### src/rtl/rtc_cal_prescaler.sv
module rtc_cal_prescaler #(
  parameter int HALF_W      = 8,
  parameter int SEC_PER_MIN = 60
) (
  input  logic       clk,
  input  logic       rst_n,
  input  logic       osc_en_i,
  input  logic       stop_i,
  input  logic [5:0] cal_i,
  output logic       tick_o,
  output logic       min_strobe_o,
  output logic       sq512_o
);
  localparam int LOW_W = 7;
  localparam int SEC_W = (SEC_PER_MIN > 1) ? $clog2(SEC_PER_MIN) : 1;
  localparam logic [HALF_W-1:0] HALF_SKIP = HALF_W'(3);

  logic [LOW_W-1:0]  low_q;
  logic [HALF_W-1:0] half_q;
  logic [SEC_W-1:0]  sec_q;
  logic [5:0]        min_q, cal_q;
  logic              fix_done_q;

  wire step     = osc_en_i & ~stop_i;
  wire low_wrap = step & (low_q == '1);
  wire sec_end  = low_wrap & (half_q == '1);
  wire min_end  = sec_end & (sec_q == SEC_W'(SEC_PER_MIN - 1));
  wire eligible = (sec_q == '0) & (min_q < {cal_q[4:0], 1'b0});
  wire fix_now  = low_wrap & eligible & ~fix_done_q & (half_q == '0);

  assign sq512_o = low_q[5];

  always_ff @(posedge clk) begin
    if (!rst_n) begin
      low_q        <= '0;
      half_q       <= '0;
      sec_q        <= '0;
      min_q        <= '0;
      cal_q        <= '0;
      fix_done_q   <= 1'b0;
      tick_o       <= 1'b0;
      min_strobe_o <= 1'b0;
    end else begin
      tick_o       <= sec_end;
      min_strobe_o <= min_end;
      if (step) low_q <= low_q + 1'b1;
      if (fix_now) begin
        if (cal_q[5]) half_q <= HALF_SKIP;
      end else if (low_wrap) begin
        half_q <= half_q + 1'b1;
      end
      if (sec_end)      fix_done_q <= 1'b0;
      else if (fix_now) fix_done_q <= 1'b1;
      if (sec_end) sec_q <= min_end ? '0 : sec_q + 1'b1;
      if (min_end) begin
        min_q <= min_q + 1'b1;
        cal_q <= cal_i;
      end
    end
  end

  assert_strobe_with_tick_R3: assert property (@(posedge clk) disable iff (!rst_n)
    min_strobe_o |-> tick_o);

  assert_tick_single_R2: assert property (@(posedge clk) disable iff (!rst_n)
    tick_o |=> !tick_o);

  assert_frozen_when_idle_R9: assert property (@(posedge clk) disable iff (!rst_n)
    !(osc_en_i && !stop_i) |=> $stable(low_q) && $stable(half_q));

  assert_tick_on_stage_wrap_R8: assert property (@(posedge clk) disable iff (!rst_n)
    tick_o |-> (low_q == '0) && (half_q == '0));

  assert_trim_held_mid_minute_R7: assert property (@(posedge clk) disable iff (!rst_n)
    !min_end |=> $stable(cal_q));

  assert_one_fix_per_second_R6: assert property (@(posedge clk) disable iff (!rst_n)
    fix_done_q && !sec_end |=> fix_done_q);
endmodule

### config.mk
export PLATFORM = sky130hd
export DESIGN_NAME = rtc_cal_prescaler
export DESIGN_NICKNAME = d
export VERILOG_FILES = /design/src/rtl/rtc_cal_prescaler.sv
export SDC_FILE = /design/constraint.sdc
export NUM_CORES = 1
export LEC_CHECK = 0
export BUFFER_PORTS_ARGS = -buffer_cell sky130_fd_sc_hd__buf_2
export CAP_MARGIN = 15
export CORE_MARGIN = 4
export CORE_UTILIZATION = 59
export CTS_CLUSTER_SIZE = 16
export DETAILED_ROUTE_END_ITERATION = 12
export PLACE_DENSITY = 0.78
export SYNTH_ARGS = -nofsm -noshare
export SYNTH_HDL_FRONTEND = slang
export SYNTH_SLANG_ARGS = --single-unit
### constraint.sdc
create_clock -name clk -period 2.1 [get_ports clk]
set_input_delay 0.105 -clock clk [delete_from_list [all_inputs] [get_ports clk]]
set_output_delay 0.105 -clock clk [all_outputs]
set_load 0.02 [all_outputs]
==> results of run 1 <==
metal layers:
| layer | vias to the layer above | part of all wire |
|---|---|---|
| met4 | 0 | 0.025 |
| met5 | - | 0 |
| met2 | 34 | 0.45 |
| met3 | 8 | 0.045 |
| li1 | 768 | - |
| met1 | 686 | 0.47 |
final cells by class:
cell class	count	area [µm²]
clock buffers	6	51.3
clock inverters	2	10.0
fillers	234	812
inverters	11	41.3
multi-input cells	152	981
flip-flops and latches	36	722
well taps	31	38.8
repair buffers	23	149
cells by family (layout without fill, tap and decap cells):
kind of cell / after synthesis / in the layout / synth area share
AND/OR/NAND/NOR: 96 / 96 / 0.292
flip-flops: 36 / 36 / 0.406
AO/OA/AOI/OAI: 33 / 33 / 0.119
buffers and inverters: 18 / 42 / 0.0472
XOR/XNOR: 11 / 11 / 0.0542
adder cells (fa/ha/maj): 10 / 10 / 0.0704
multiplexers: 2 / 2 / 0.0113
worst register-to-register path, delay by kind of cell, from the launching register on:
kind	cells	cell delay (ps)
flops	1	370
compound gates	1	130
fa+ha+maj	1	200
buf+inv	1	170
simple gates	4	1000
per-stage QoR:
step	cells	cell area [µm²]	hold slack, ps	setup TNS [ps]	power [mW]
5_1_grt	261	1990	9.86	-27.2	1.16
3_3_place_gp	252	1910	359	0	0.736
3_5_place_dp	252	1910	371	0	0.737
6_report	261	1990	-6.61	0	1.11
2_1_floorplan	206	1780	252	0	0.723
4_1_cts	261	1980	0.219	0	1.12
flip-flops by register name (all words and copies together), names as in the netlist:
register,cells
tick_o,1
min_strobe_o,1
sec_q,6
fix_done_q,1
low_q,7
cal_q,6
half_q,8
min_q,6
cells in the mapped netlist, drive strengths merged:
library cell and n:
dfxtp 36, nand2 31, nor2 19, a21oi 17
nand3 15, inv 11, ha 10, nand4 9
xor2 8, or3 5, clkbuf 4, o21ai 4
and3 3, buf 3, nor4 3, o211a 3
xnor2 3, mux2i 2, nor2b 2, nor3 2
o21a 2, or4 2, a211oi 1, a31o 1
a31oi 1, a41o 1, and2 1, and4b 1
nand2b 1, nor4bb 1, o221a 1, o311a 1
o31ai 1, or2 1
how the worst max path moves through the flow:
stage / endpoint / cells after the start
finish: sec_q[5] / 7
global route: half_q[1] / 8
CTS: sec_q[5] / 7
detailed placement: sec_q[5] / 7
global placement: sec_q[3] / 7
floorplan: sec_q[3] / 7
power by group through the flow:
stage / Combinational [mW] / Sequential (mW) / Clock [mW]
2_1_floorplan: 0.0208 / 0.702 / 0
3_3_place_gp: 0.0338 / 0.702 / 0
3_5_place_dp: 0.0348 / 0.703 / 0
4_1_cts: 0.0358 / 0.687 / 0.394
5_1_grt: 0.0405 / 0.688 / 0.429
6_report: 0.0355 / 0.687 / 0.390
cell usage in the layout, fill, tap and decap left out, types with 2 or more instances in the layout:
cell / count
buf_2: 12
o21a_1: 2
nor2_1: 19
or3_1: 5
ha_1: 9
nand3_1: 15
clkbuf_4: 5
clkinv_2: 2
xor2_1: 8
dfxtp_1: 35
xnor2_1: 3
inv_1: 11
o21ai_0: 4
nor4_1: 3
nand4_1: 7
o211a_1: 3
nor2b_1: 2
buf_4: 9
and3_1: 3
nand2_1: 31
a21oi_1: 17
mux2i_1: 2
nor3_4: 2
timing repair:
| action | in CTS | in global routing |
|---|---|---|
| endpoints found under the setup margin | 0 | 12 |
| gates resized for setup | 0 | 4 |
| hold buffers | 1 | 0 |
| endpoints found under the hold margin | 1 | 0 |
==> impl_metrics.csv, run 1 <==
group,metric,value,unit
outcome,status,"finished, violations left",
outcome,violations,"hold timing",
hold_path,hold_start,"cal_i[2]",
floorplan,die_x,62.9,µm
clock_tree,clockRootBuffer,"clkbuf_4",
setup_path,crit_type,"reg -> reg",
global_routing,grt-busiest-layer,"met2",
setup_path,r2r-end,"sec_q[5]",
power_and_ir_drop,power_density,558,mW/mm²
yosys,ys_warn_count,0,
detailed_routing,via_count,1496,
sta,fin_crit_sh,0.947,
global_routing,grt_use_met1,0.234,
global_routing,grt_pass1_vias,1410,
yosys,avgSynthCellArea,8.62,µm²
yosys,seq_area_frac_synth,0.406,
clock_tree,clk_latency,350,ps
global_routing,overflow,0,
setup_path,worst-path-max-fanout,5,
placement,place.gp.congestion,0.808,
detailed_routing,vias_per_cell,5.73,
yosys,netlist.area_leader.share,0.406,
floorplan,die_h,62.9,µm
clock_tree,h-tree-depth,2,
yosys,synth_area,0.00178,mm²
placement,port_buffers,12,
clock_tree,clk_path_buf_depth,2,
global_routing,grt_max_degree,22,
placement,dp_hpwl,2.52,mm
setup_path,crit_family,"simple AND/OR/NAND/NOR gates",
clock_tree,clock_sinks,36,
global_routing,grtUsageMet2,0.311,
sta,hold_slack,-6.61,ps
sta,finalCriticalPeriod,1990,ps
setup_path,start_kind,"register",
floorplan,die_area,0.00395,mm²
setup_path,slowest_stage,"or4_4",
global_routing,grt_pass1_wl,6.04,mm
setup_path,worstPathArrival,2230,ps
cells_and_area,drive_gt1_frac,0.183,
power_and_ir_drop,clock_power_share,0.350,
sta,setup_viol,0,
setup_path,worst_ep_required_time,2350,ps
setup_path,rrSetupSlack,110,ps
yosys,ys_types,38,
cells_and_area,area_growth,12.2,%
sta,slew_headroom,0.757,
power_and_ir_drop,seq_power_share,0.618,
sta,tightest_slew,362,ps
detailed_routing,drcViolationCount,0,
power_and_ir_drop,p_leak,0.866,nW
floorplan,start_util,0.633,
floorplan,core_area,0.00281,mm²
sta,hold_viol_final,2,
setup_path,cp_cell_sequence,"ha_1 > nand4_2 > or4_4 > nor3_4 > buf_4 > nand3_1 > o211a_1",
clock_tree,cts_setup_buffers,0,
yosys,synthesis.nets,226,
cells_and_area,antenna_cells,0,
sta,fmax,503,MHz
clock_tree,cts.clk_slew.worst_paths,110,ps
setup_path,endpoint_kind,"register",
setup_path,max_stage_delay,490,ps
placement,dp_slack,110,ps
yosys,syn_inst,206,
setup_path,reg2reg_from,"low_q[1]",
cells_and_area,fin_util,0.711,
power_and_ir_drop,p_sw,253,µW
yosys,ys_seq_elements,36,
global_routing,grt_use_total,0.191,
detailed_routing,first_pass_iters,4,
sta,fin_worst_skew,8.86,ps
global_routing,grt_use_met3,0.0504,
detailed_routing,wire_per_inst,13.1,µm
run,cap_violations,0,
setup_path,path_buf_inv,1,
power_and_ir_drop,ir_worst_vdd,0.000464,V
floorplan,io_pins,13,
yosys,yosysTopAreaCell,"dfxtp_1",
sta,setup_ws,112,ps
hold_path,worstHoldPathCells,3,
yosys,synthTopCellsByArea,"dfxtp_1, ha_1, nand2_1",
cells_and_area,nNetsFinal,249,
global_routing,antenna_found_initial,0,
power_and_ir_drop,combinationalPowerShare,0.032,
sta,slew_violations,0,
detailed_routing,routed_wl,3.41,mm
setup_path,critPathLaunch,"low_q[1]",
clock_tree,numCtsBuffers,5,
detailed_routing,drtAntennaViolNets,0,
power_and_ir_drop,switching_share,0.228,
floorplan,rows,19,
hold_path,hp-class,"in -> reg",
power_and_ir_drop,p_int,859,µW
clock_tree,cts_tree,"built",
setup_path,r2r_cells,7,
hold_path,hold-path-endpoint,"cal_q[2]",
detailed_routing,dr.first_iter.drc_count,58,
(Power assumes the default switching activity.)
==> inputs of run 2 (changes only) <==
ABC_AREA = 1   (was not set)
CORE_UTILIZATION = 60   (was 59)
PLACE_DENSITY = 0.79   (was 0.78)
clock period = 2 ns   (was 2.1 ns; I/O delays follow)
==> run 2 against run 1 <==
The flow now finishes without violations; highest routed layer unchanged; wire length rose by 4.7%; largest power group unchanged; core utilization decreased by 1.9 points; worst setup slack improved by 87 ps; hold slack improved by 28 ps; flip-flop and latch count unchanged; non-clock buffer count shrank 5; clock power fell by 12%; die area grew 9.5%; clock-buffer cell count down 1; first-iteration DRC count grew 64%; sequential power increased by 4.9%; global-route usage grew 0.19 points.
==> impl_metrics.csv, run 2 <==
group,metric,value,unit
sta,fin_worst_skew,11.1,ps
detailed_routing,first_pass_iters,4,
detailed_routing,dr.first_iter.drc_count,95,
cells_and_area,drive_gt1_frac,0.194,
sta,setup_ws,199,ps
detailed_routing,wire_per_inst,11.1,µm
yosys,seq_area_frac_synth,0.360,
cells_and_area,multi_input_area,0.00110,mm²
global_routing,antenna_found_initial,0,
outcome,status,"completed",
yosys,avgSynthCellArea,7.65,µm²
sta,slew_headroom,0.743,
clock_tree,clockRootBuffer,"clkbuf_4",
floorplan,io_pins,13,
yosys,syn_inst,262,
setup_path,endpoint_kind,"register",
setup_path,r2r-end,"cal_q[0]",
setup_path,start_kind,"register",
cells_and_area,regMostFlops,"half_q",
cells_and_area,reg_top3,"half_q: 8 flops, low_q: 7 flops",
yosys,synth.most_common_cell,"nand2_1",
global_routing,grt_use_total,0.193,
power_and_ir_drop,p_total,1.11,mW
hold_path,hold-path-endpoint,"cal_q[0]",
floorplan,die_h,65.8,µm
yosys,ys_types,34,
sta,setup_viol,0,
sta,finalCriticalPeriod,1800,ps
cells_and_area,final_cell_mix,"nand2_1, dfxtp_1, inv_1",
clock_tree,cts_setup_buffers,0,
detailed_routing,drcViolationCount,0,
sta,fmax,555,MHz
detailed_routing,drtAntennaViolNets,0,
global_routing,overflow,0,
cells_and_area,regArea,721,µm²
floorplan,die_x,65.8,µm
clock_tree,numCtsBuffers,5,
power_and_ir_drop,seq_power_share,0.650,
power_and_ir_drop,p_leak,0.916,nW
cells_and_area,antenna_cells,0,
detailed_routing,vias_per_cell,5.07,
yosys,synth_enable_flop_cells,0,
clock_tree,cts.clk_slew.worst_paths,90,ps
placement,port_buffers,12,
yosys,synth_area,0.00200,mm²
hold_path,worstHoldPathCells,3,
clock_tree,h-tree-depth,2,
sta,tightest_slew,385,ps
yosys,yosysTopAreaCell,"dfxtp_1",
clock_tree,cts_tree,"built",
detailed_routing,via_count,1633,
sta,slew_violations,0,
clock_tree,clock_sinks,36,
sta,fin_crit_sh,0.900,
cells_and_area,nFillCells,275,
clock_tree,clk_path_buf_depth,2,
setup_path,reg2reg_from,"low_q[0]",
setup_path,critPathLaunch,"low_q[0]",
setup_path,worstPathArrival,2070,ps
yosys,netlist.area_leader.share,0.360,
clock_tree,cts_resized,0,
global_routing,grt_pass1_vias,1529,
setup_path,r2r_cells,11,
yosys,ys_seq_elements,36,
power_and_ir_drop,p_sw,254,µW
cells_and_area,area_growth,7.87,%
detailed_routing,routed_wl,3.58,mm
power_and_ir_drop,switching_share,0.229,
run,cap_violations,0,
placement,dp_slack,207,ps
placement,dp_hpwl,2.56,mm
setup_path,worst-path-max-fanout,13,
clock_tree,clk_latency,340,ps
global_routing,grt_pass1_wl,6.54,mm
cells_and_area,final_common_cell,"nand2_1",
placement,place.gp.congestion,0.801,
cells_and_area,largest_reg_flops,8,
yosys,synthTopCellsByCount,"nand2_1, dfxtp_1, inv_1, a21oi_1, nor2_1",
power_and_ir_drop,p_int,856,µW
sta,grt_setup_unrepaired,"false",
yosys,synthTopCellsByArea,"dfxtp_1, nand2_1, ha_1",
sta,hold_slack,21.8,ps
power_and_ir_drop,combinationalPowerShare,0.040,
power_and_ir_drop,ir_worst_vdd,0.000348,V
yosys,synthesis.nets,282,
cells_and_area,nNetsFinal,300,
floorplan,start_util,0.641,
yosys,ys_warn_count,0,
floorplan,core_area,0.00313,mm²
setup_path,crit_type,"reg -> reg",
hold_path,hold_start,"cal_i[0]",
power_and_ir_drop,power_density,513,mW/mm²
global_routing,grt_max_degree,20,
yosys,async_flop_share,0,
sta,hold_viol_final,0,
power_and_ir_drop,clock_power_share,0.310,
setup_path,rrSetupSlack,200,ps
hold_path,hp-class,"in -> reg",
yosys,ys.flop_type,"dfxtp_1",
floorplan,rows,20,
setup_path,worst_ep_required_time,2270,ps
floorplan,die_area,0.00433,mm²
sta,setup-tns-final,0,ps
-- run 2: area by class of cell --
type / instances / share of cell area
well taps: 44 / 0.0255
multi-input cells: 186 / 0.508
flip-flops and latches: 36 / 0.333
inverters: 33 / 0.0613
repair buffers: 18 / 0.0544
clock buffers: 5 / 0.0174
-- run 2: worst max-delay path by stage --
stage / to / slack [ps] / depth (start not counted)
after global placement: cal_q[0] / 220 / 11
after floorplan: half_q[1] / 460 / 10
after global routing: cal_q[0] / 20 / 11
after CTS: cal_q[0] / 180 / 11
after detailed placement: cal_q[0] / 210 / 11
final: cal_q[0] / 200 / 11
-- run 2: logic make-up (layout without fill, tap and decap cells) --
logic type                 count (synthesis)  after routing  synth area share
DFF                                       36             36             0.360
adders and majority gates                 10             10            0.0624
and+or+nand+nor                          124            124             0.303
AOI/OAI and AO/OA                         39             39             0.125
xor gates and xnor gates                  13             13            0.0568
buffers and inverters                     40             56            0.0924
-- run 2: power by group through the flow --
stage               logic [mW]  registers (mW)  clock network [mW]
floorplan               0.0208           0.737                   0
global placement        0.0365           0.738                   0
detailed placement      0.0366           0.738                   0
CTS                     0.0413           0.721               0.355
global route            0.0515           0.722               0.384
finish                  0.0443           0.721               0.344
-- run 2: repair_timing --
action	in CTS	in global routing
endpoints found under the hold margin	3	2
hold buffers	3	2
endpoints found under the setup margin	0	0
-- run 2: worst max-delay path, stage by stage (launching register included) --
cell      delay (ps)
dfxtp_1          370
ha_1             170
nand2_1          100
nor2_4           170
nand3_4          110
inv_4            110
nand2_4           90
clkinv_4          90
nand2_4          110
clkinv_2         220
nand2_1           80
a21oi_1          120
-- run 2: per-stage QoR --
step	utilization	area [µm²]	std cells
2_1_floorplan	-	2000	262
3_3_place_gp	0.663	2070	312
3_5_place_dp	0.663	2070	312
4_1_cts	0.685	2140	320
5_1_grt	0.691	2160	322
6_report	0.691	2160	322
-- run 2: layer usage --
| layer | global-route usage | vias up | routed length (µm) |
|---|---|---|---|
| met5 | 0 | - | 0 |
| met4 | 0.0777 | 0 | 59 |
| met3 | 0.0527 | 5 | 128 |
| met2 | 0.308 | 19 | 1640 |
| met1 | 0.244 | 742 | 1750 |
| li1 | - | 867 | - |
==> inputs of run 3 (changes only) <==
CORE_UTILIZATION = 50   (was 60)
CTS_BUF_LIST = sky130_fd_sc_hd__clkbuf_2   (was not set)
GPL_TIMING_DRIVEN = 0   (was not set)
PLACE_DENSITY = 0.68   (was 0.79)
==> run 3 against run 2 <==
Wire length grew 4.3%; largest power group unchanged; first-iteration DRC count grew 15%; total power grew 12%.
==> impl_metrics.csv, run 3 (same netlist as run 2, synthesis figures left out) <==
group,metric,value,unit
sta,hold_slack,46.4,ps
sta,hold_viol_final,0,
detailed_routing,vias_per_cell,4.95,
floorplan,die_h,71.3,µm
cells_and_area,regMostFlops,"half_q",
setup_path,crit_family,"simple AND/OR/NAND/NOR gates",
sta,finalCriticalPeriod,1780,ps
floorplan,die_area,0.00509,mm²
setup_path,cp_cell_sequence,"ha_1 > nand2_1 > inv_1 > nand2_1 > a21oi_1 > inv_1 > nand3_2 > nand2_2 > nand2_1 > a21oi_1",
setup_path,critPathMostFrequentCell,"nand2_1",
power_and_ir_drop,ir_worst_vdd,0.000291,V
floorplan,start_util,0.532,
setup_path,max_stage_delay,400,ps
detailed_routing,drcViolationCount,0,
clock_tree,numCtsBuffers,5,
sta,fin_crit_sh,0.888,
clock_tree,cts_tree,"built",
cells_and_area,nNetsFinal,310,
sta,grt_setup_unrepaired,"false",
floorplan,rows,22,
setup_path,worst-path-max-fanout,8,
detailed_routing,first_pass_iters,4,
clock_tree,cts_resized,0,
global_routing,grt_pass1_wl,6.78,mm
cells_and_area,final_common_cell,"nand2_1",
power_and_ir_drop,p_int,961,µW
cells_and_area,largest_reg_flops,8,
power_and_ir_drop,p_total,1.25,mW
sta,tightest_slew,670,ps
clock_tree,clk_path_buf_depth,2,
global_routing,overflow,0,
detailed_routing,routed_wl,3.73,mm
placement,port_buffers,12,
sta,fin_worst_skew,5.57,ps
floorplan,die_x,71.3,µm
global_routing,grt_use_total,0.162,
clock_tree,h-tree-depth,2,
clock_tree,clk_latency,390,ps
cells_and_area,drive_gt1_frac,0.206,
cells_and_area,final_cell_mix,"nand2_1, dfxtp_1, inv_1",
global_routing,grt_pass1_vias,1573,
cells_and_area,antenna_cells,0,
power_and_ir_drop,switching_share,0.229,
setup_path,worstPathArrival,2060,ps
hold_path,hp-class,"in -> reg",
clock_tree,clockRootBuffer,"clkbuf_2",
outcome,status,"completed",
global_routing,grt_max_degree,12,
power_and_ir_drop,power_density,547,mW/mm²
detailed_routing,wire_per_inst,11.0,µm
setup_path,endpoint_kind,"register",
sta,setup_viol,0,
power_and_ir_drop,seq_power_share,0.580,
sta,slew_violations,0,
setup_path,start_kind,"register",
sta,setup-tns-final,0,ps
setup_path,slowest_stage,"dfxtp_1",
setup_path,worst_ep_required_time,2280,ps
global_routing,antenna_found_initial,0,
detailed_routing,drtAntennaViolNets,0,
setup_path,crit_type,"reg -> reg",
detailed_routing,via_count,1678,
sta,fmax,563,MHz
power_and_ir_drop,p_sw,285,µW
placement,dp_hpwl,2.65,mm
clock_tree,cts.clk_slew.worst_paths,190,ps
power_and_ir_drop,combinationalPowerShare,0.042,
power_and_ir_drop,p_leak,0.975,nW
setup_path,path_buf_inv,2,
placement,place.gp.congestion,0.791,
detailed_routing,dr.first_iter.drc_count,109,
clock_tree,clock_sinks,36,
cells_and_area,reg_top3,"half_q: 8 flops, low_q: 7 flops",
floorplan,io_pins,13,
cells_and_area,area_growth,13.7,%
sta,slew_headroom,0.553,
run,cap_violations,0,
power_and_ir_drop,clock_power_share,0.378,
floorplan,core_area,0.00377,mm²
==> run 3: cell count changes in the layout (fill, tap and decap cells not counted), moves of 2 or more <==
cell,previous run,this run
buf_2,12,14
clkbuf_2,0,6
dlygate4sd3_1,5,9
clkbuf_1,0,3
clkbuf_4,5,0
==> run 3: path summary, 6_finish.rpt <==
kind	start	slack [ps]	to	cells after the start
setup / recovery	min_q[3]	220	half_q[6]	10
hold / removal	osc_en_i	50	low_q[2]	5
setup reg to reg	min_q[3]	220	half_q[6]	10
hold reg to reg	fix_done_q	470	fix_done_q	2
==> run 3: tightest hold or removal path: cells and delay by family <==
kind                   cells  cell delay, ps
AO/OA/AOI/OAI              1              50
AND/OR/NAND/NOR            2             120
buffers and inverters      2             140
==> run 3: metal layers <==
| layer | track usage | up-vias | part of all wire |
|---|---|---|---|
| li1 | - | 894 | - |
| met1 | 0.209 | 756 | 0.50 |
| met2 | 0.264 | 23 | 0.45 |
| met3 | 0.0463 | 5 | 0.042 |
| met4 | 0.0438 | 0 | 0.012 |
| met5 | 0 | - | 0 |
==> run 3: per-stage QoR <==
stage | cells | setup slack, ps | instance area [µm²] | util
detailed placement | 322 | 241 | 2120 | 0.563
global route | 339 | 9.23 | 2280 | 0.605
finish | 339 | 224 | 2280 | 0.605
global placement | 322 | 246 | 2120 | 0.563
CTS | 339 | 198 | 2280 | 0.605
floorplan | 262 | 459 | 2000 | -
==> run 3: what timing repair did <==
item,4_1_cts,5_1_grt
hold buffers,9,0
setup buffers,0,0
endpoints found under the hold margin,11,0
==> run 3: cell type report <==
class / instances / area [µm²]
sequential: 36 / 721
multi-input combinational: 186 / 1100
clock inverter: 2 / 35.0
tap: 48 / 60.1
fill: 344 / 1490
clock buffer: 6 / 30.0
buffer: 7 / 52.6
timing repair buffer: 21 / 150
inverter: 33 / 133
==> run 3: power by group through the flow <==
| stage | Clock (mW) | Sequential (mW) | Combinational (mW) |
|---|---|---|---|
| floorplan | 0 | 0.737 | 0.0208 |
| global placement | 0 | 0.738 | 0.0378 |
| detailed placement | 0 | 0.738 | 0.0388 |
| CTS | 0.487 | 0.723 | 0.0530 |
| global route | 0.509 | 0.724 | 0.0605 |
| finish | 0.471 | 0.723 | 0.0521 |
